===== src/rtl/clkctl_pwr_fsm.sv =====
module clkctl_pwr_fsm #(
  parameter int STW = 4,
  parameter int NIRQ = 4,
  localparam int NMON = NIRQ + 3
) (
  input  logic            clk,
  input  logic            rst_n,
  input  logic            stpclk_n,
  input  logic            slp_n,
  input  logic            flush_n,
  input  logic            binit_n,
  input  logic            reset_req_n,
  input  logic            smi_n,
  input  logic            init_n,
  input  logic            intr,
  input  logic            nmi,
  input  logic            strap_quick,
  input  logic            halt_pulse,
  input  logic            clk_running,
  input  logic            smm_exit,
  input  logic            smm_to_halt,
  input  logic            flush_done,
  input  logic            binit_done,
  output logic [STW-1:0]  state,
  output logic            halt_cyc,
  output logic            sgack_cyc,
  output logic            flush_req,
  output logic [NIRQ-1:0] pend,
  output logic [NIRQ-1:0] svc,
  output logic            qs_violation
);

  localparam logic [STW-1:0] S_NORMAL = STW'(0);
  localparam logic [STW-1:0] S_HALT   = STW'(1);
  localparam logic [STW-1:0] S_STOPG  = STW'(2);
  localparam logic [STW-1:0] S_QUICK  = STW'(3);
  localparam logic [STW-1:0] S_SLEEP  = STW'(4);
  localparam logic [STW-1:0] S_DEEP   = STW'(5);
  localparam logic [STW-1:0] S_SMM    = STW'(6);
  localparam logic [STW-1:0] S_FLUSH  = STW'(7);
  localparam logic [STW-1:0] S_BINIT  = STW'(8);
  localparam logic [NMON-1:0] MON_IDLE = {{(NMON-2){1'b1}}, 2'b00};

  logic [STW-1:0]  st, nx, low_st;
  logic            from_halt, from_halt_nx;
  logic            flush_to_sg, flush_to_sg_nx;
  logic            deep_to_sleep, deep_to_sleep_nx;
  logic            hc_nx, ack_nx;
  logic [NIRQ-1:0] irq;
  logic [NMON-1:0] mon, mon_q;
  logic            stp, hold_sg, rst_in_sg;

  assign stp       = !stpclk_n;
  assign low_st    = strap_quick ? S_QUICK : S_STOPG;
  assign irq       = {nmi, intr, !init_n, !smi_n};
  assign mon       = {slp_n, flush_n, binit_n, smi_n, init_n, intr, nmi};
  assign hold_sg   = (st == S_STOPG) && stp;
  assign rst_in_sg = hold_sg && !reset_req_n;
  assign state     = st;
  assign flush_req = (st == S_FLUSH);

  always_comb begin
    nx = st;
    from_halt_nx = from_halt;
    flush_to_sg_nx = flush_to_sg;
    deep_to_sleep_nx = deep_to_sleep;
    hc_nx = 1'b0;
    ack_nx = 1'b0;
    case (st)
      S_NORMAL: begin
        if (stp) begin
          nx = low_st; from_halt_nx = 1'b0; ack_nx = 1'b1;
        end else if (!smi_n) nx = S_SMM;
        else if (halt_pulse) begin
          nx = S_HALT; hc_nx = 1'b1;
        end
      end
      S_HALT: begin
        if (stp) begin
          nx = low_st; from_halt_nx = 1'b1; ack_nx = 1'b1;
        end else if (!smi_n) nx = S_SMM;
        else if (!flush_n) begin
          nx = S_FLUSH; flush_to_sg_nx = 1'b0;
        end
      end
      S_SMM:   if (smm_exit) nx = smm_to_halt ? S_HALT : S_NORMAL;
      S_FLUSH: if (flush_done) nx = flush_to_sg ? S_STOPG : S_HALT;
      S_STOPG: begin
        if (!stp) nx = from_halt ? S_HALT : S_NORMAL;
        else if (!reset_req_n) from_halt_nx = 1'b0;
        else if (!binit_n) nx = S_BINIT;
        else if (!flush_n) begin
          nx = S_FLUSH; flush_to_sg_nx = 1'b1;
        end else if (!slp_n) nx = S_SLEEP;
      end
      S_BINIT: begin
        if (binit_done) begin
          nx = stp ? S_STOPG : S_NORMAL; from_halt_nx = 1'b0;
        end
      end
      S_QUICK: begin
        if (!stp) nx = from_halt ? S_HALT : S_NORMAL;
        else if (!reset_req_n) from_halt_nx = 1'b0;
        else if (!clk_running) begin
          nx = S_DEEP; deep_to_sleep_nx = 1'b0;
        end
      end
      S_SLEEP: begin
        if (slp_n) nx = S_STOPG;
        else if (!clk_running) begin
          nx = S_DEEP; deep_to_sleep_nx = 1'b1;
        end
      end
      S_DEEP:  if (clk_running) nx = deep_to_sleep ? S_SLEEP : S_QUICK;
      default: nx = S_NORMAL;
    endcase
  end

  always_ff @(posedge clk) begin
    if (!rst_n) begin
      st <= S_NORMAL;
      from_halt <= 1'b0;
      flush_to_sg <= 1'b0;
      deep_to_sleep <= 1'b0;
      halt_cyc <= 1'b0;
      sgack_cyc <= 1'b0;
      pend <= '0;
      svc <= '0;
      qs_violation <= 1'b0;
      mon_q <= MON_IDLE;
    end else begin
      st <= nx;
      from_halt <= from_halt_nx;
      flush_to_sg <= flush_to_sg_nx;
      deep_to_sleep <= deep_to_sleep_nx;
      halt_cyc <= hc_nx;
      sgack_cyc <= ack_nx;
      mon_q <= mon;
      if (st == S_QUICK && mon != mon_q) qs_violation <= 1'b1;
      if (nx == S_NORMAL && st != S_NORMAL) begin
        svc <= pend;
        pend <= '0;
      end else begin
        svc <= '0;
        if (rst_in_sg) pend <= '0;
        else if (hold_sg) pend <= pend | irq;
      end
    end
  end

  AST_HALT_ONLY_FROM_NORMAL: assert property (@(posedge clk) disable iff (!rst_n)
    halt_cyc |-> (st == S_HALT && $past(st) == S_NORMAL));
  AST_ACK_ON_STOP_ENTRY: assert property (@(posedge clk) disable iff (!rst_n)
    sgack_cyc |-> ((st == S_STOPG || st == S_QUICK) && ($past(st) == S_NORMAL || $past(st) == S_HALT)));
  AST_PEND_SET_IN_SG: assert property (@(posedge clk) disable iff (!rst_n)
    (|(pend & ~$past(pend))) |-> $past(st) == S_STOPG);
  AST_SVC_ON_NORMAL_ENTRY: assert property (@(posedge clk) disable iff (!rst_n)
    (|svc) |-> (st == S_NORMAL && $past(st) != S_NORMAL));
  AST_DEEP_FROM_LIGHT: assert property (@(posedge clk) disable iff (!rst_n)
    (st == S_DEEP && $past(st) != S_DEEP) |-> ($past(st) == S_QUICK || $past(st) == S_SLEEP));
  AST_VIOL_STICKY: assert property (@(posedge clk) disable iff (!rst_n)
    qs_violation |=> qs_violation);

endmodule


===== config.mk =====
export PLATFORM = sky130hd
export DESIGN_NAME = clkctl_pwr_fsm
export DESIGN_NICKNAME = d
export VERILOG_FILES = /design/src/rtl/clkctl_pwr_fsm.sv
export SDC_FILE = /design/constraint.sdc
export NUM_CORES = 1
export LEC_CHECK = 0
export BUFFER_PORTS_ARGS = -buffer_cell sky130_fd_sc_hd__buf_2
export CELL_PAD_IN_SITES_DETAIL_PLACEMENT = 1
export CELL_PAD_IN_SITES_GLOBAL_PLACEMENT = 1
export CORE_ASPECT_RATIO = 0.8
export CORE_MARGIN = 4
export CORE_UTILIZATION = 41
export DETAILED_ROUTE_END_ITERATION = 12
export PLACE_DENSITY_LB_ADDON = 0.15
export SETUP_SLACK_MARGIN = 0.02
export SYNTH_ARGS = -nofsm -noshare
export SYNTH_HDL_FRONTEND = slang
export SYNTH_SLANG_ARGS = --single-unit

===== constraint.sdc =====
create_clock -name clk -period 5.5 [get_ports clk]
set_input_delay 0 -clock clk [delete_from_list [all_inputs] [get_ports clk]]
set_output_delay 0 -clock clk [all_outputs]
set_load 0.05 [all_outputs]

==> results.md <==
- Total power: 450 µW
- Clk_lat worst skew: about 0.26 ns
- Buffers on Ports: 33
- Largest net degree at the start of global routing: 23
- WL met2: around 1.7 mm
- RSZ-0062 raised after global routing: false
- Post-synth top cells: dfxtp_1 (25), nand2_1 (11), nor2b_1 (8), a21oi_1 (7), nor3_1 (7)
- Vias: around 1200
- Max clock buf depth: 2
- Synth Instances: between 100 and 150
- Global-route wire length before repair: 6.00 mm
- Crit path max fanout: 17
- Detail-routed net length per standard cell: roughly 17 µm
- Netlist cell types: 47
- Num ports: 34
- Drt pass-1 iters: 4
- Starting DRC count in detailed routing: just under 100
- Pwr per Cell Area: between 200 and 300 nW/µm²
- Setup TNS: 0 ns
- CTS Root Cell: clkbuf_8
- Post-CTS Setup Inserts: 0
- Core ar.: between 3000 and 4000 µm²
- Layout net count: 197
- Post-DP HPWL: 2.72 mm
- Clock Skews: 0.00130 ns
- Clock Power Share: 23.4%
- Count leader, synth: dfxtp_1
- Worst setup EP type: register
- Avg Inst Size Synth: 8.91 µm²
- Comb pwr share: between 20% and 30%
- Design area: between 1500 and 2000 µm²
- Max VDD drop: about 160 µV
- Post-synthesis sequential area ratio: roughly two fifths
- Prevailing post-synth register cell: dfxtp_1
- Outcome: completed
- Reg power frac: 47.1%
- Remaining antenna violation count after routing: 0
- TritonCTS buffer count: 3
- TritonCTS Sinks: 25
- Antenna fix cells: 0
- Final Hold Fails: 0
- Post-synth EDFFs: 0
- Htree depth: 1
- Die W: slightly above 70 µm
- Max-Cap Viols: 0
- Dpl ws: between 3 and 4 ns
- Final wirelength: roughly 3.6 mm
- Die Ht: ~59 µm
- WL met1: 1.69 mm
- Yosys warns: 0
- Met3 WL: between 200 and 250 µm
- Vias per inst: 5.62
- Share of cells above drive strength 1: 25.3%
- Slew HR: around 54%
- Synth top area cells: dfxtp_1 (38%), nor2b_1 (3.8%), nand2_1 (3.2%)
- Cell taking the most area after synthesis: dfxtp_1
- Async S/R FF share, synth: 0%
- Required @ worst endpoint: 5.66 ns
- Shortest period the worst path allows: around 2.2 ns
- Die area: between 4000 and 5000 µm²
- Final Max Tran Viols: 0
- Switching Share: roughly a third
- CTS tree: built
- Post-synth top area share: a little under two fifths
- Vias in the first global route: 1222
- Overall global routing resource usage: about 18%
- Fmax: between 0.4 and 0.5 GHz
- Fin crit share: around two fifths
- Crit Path Category: reg -> reg
- Net Sw Power: around 160 µW
- Worst-Margin Slew: between 0.6 and 0.7 ns
- Overflow after GRT: 0
- Synth Register Bits: 25
- Hold Path Class: in -> reg
- Final worst slack: about 3.3 ns
- Setup crit start kind: register
- Clock-pin slew on the worst setup and hold paths: roughly 0.08 ns
- DRC Markers: 0
- Pleak: a little under 0.0007 µW
- Number of core rows: 18
- Starting density of the core: between 40% and 50%
- Synth-to-Final Area Change: 17.7%
- Cell Int Power: just under 300 µW
- Setup violators final: 0
- Placer Congestion: a little over 0.9
- Post-synth net total: about 170
- Uppermost layer routed: met4
- Critical Path AT: ~2.4 ns
- Initial antenna violation count: 0
- Placed cell areas: 1470 µm²
- Cell Area, Synth: about 1300 µm²
## area by class of cell
cell class | count | area (µm²)
Clock buffer | 4 | 45.0
Timing Repair Buffer | 36 | 195
Fill cell | 384 | 1540
Tap cell | 40 | 50.0
Sequential cell | 25 | 500
Multi-Input combinational cell | 109 | 736
Inverter | 4 | 15.0
## cells by family after synthesis
logic type / Yosys count / share of synthesized area, %
XOR/XNOR: 7 / 4.68
flip-flops: 25 / 38.2
multiplexers: 1 / 0.764
AO/OA/AOI/OAI: 32 / 18.0
buffers and inverters: 13 / 5.63
AND/OR/NAND/NOR: 69 / 32.8
## state kept, by name, summed over array words and instances (netlist names)
| register | cells |
|---|---|
| deep_to_sleep | 1 |
| sgack_cyc | 1 |
| state | 4 |
| pend | 4 |
| from_halt | 1 |
| flush_to_sg | 1 |
| mon_q | 7 |
| qs_violation | 1 |
| svc | 4 |
| halt_cyc | 1 |
## routing by layer
metal | up-vias | GRT usage [%]
met1 | 586 | 24.7
met3 | 5 | 4.27
met5 | - | 0
li1 | 593 | -
met4 | 0 | 4.56
met2 | 42 | 29.2
## repair_timing
item | 4_1_cts | 5_1_grt
setup endpoints to repair | 0 | 0
hold buffers | 3 | 0
endpoints found under the hold margin | 3 | 0
resized for setup | 0 | 0
## power by group through the flow
stage | clock (µW) | combinational (µW) | sequential [µW]
after floorplan | 0 | 84.1 | 232
after global placement | 0 | 129 | 214
after detailed placement | 0 | 130 | 216
after CTS | 109 | 132 | 212
after global routing | 117 | 143 | 215
final | 105 | 133 | 212
## worst max-delay path, cell delays in order (launching register included)
cell and delay, ns:
dfxtp_1 0.72, and2b_1 0.29, nor3b_2 0.30, nand3b_1 0.16, a21boi_0 0.15, and4_1 0.31
and3_1 0.21
## worst paths after layout
kind                  from  endpoint  slack, ns  cells past startpoint
hold reg to reg    pend[1]    svc[1]       0.50                      1
hold / removal     binit_n  mon_q[4]      0.003                      2
setup reg to reg  state[1]    svc[0]       3.26                      6
setup / recovery  state[1]    svc[0]       3.26                      6
## layout by cell type, fill, tap and decap left out, drive strengths merged, types with 2 or more instances in the layout
cell type,synthesis,final
buf,6,33
dfxtp,25,25
nand2,11,11
nor2b,8,8
nor3,7,7
a21oi,7,7
nor2,6,6
and3,6,6
nand4,5,5
o21ai,5,5
nand2b,5,5
inv,4,4
and2,4,4
xor2,4,4
nor4,4,4
clkbuf,3,4
and2b,3,3
xnor2,3,3
dlygate4sd3,0,3
nand3b,3,3
a31oi,2,2
o22ai,2,2
nand3,2,2
a211o,2,2
a21boi,2,2
a2111oi,2,2
## per-stage QoR
step / utilization, % / hold WS (ns) / instances
after CTS: 50.0 / 0.00106 / 218
after global placement: 47.5 / 0.239 / 211
final: 50.0 / 0.00336 / 218
after global routing: 50.0 / 0.000763 / 218
after floorplan: - / 0.0730 / 147
after detailed placement: 47.5 / 0.256 / 211
Power figures use the tool's default switching activity.
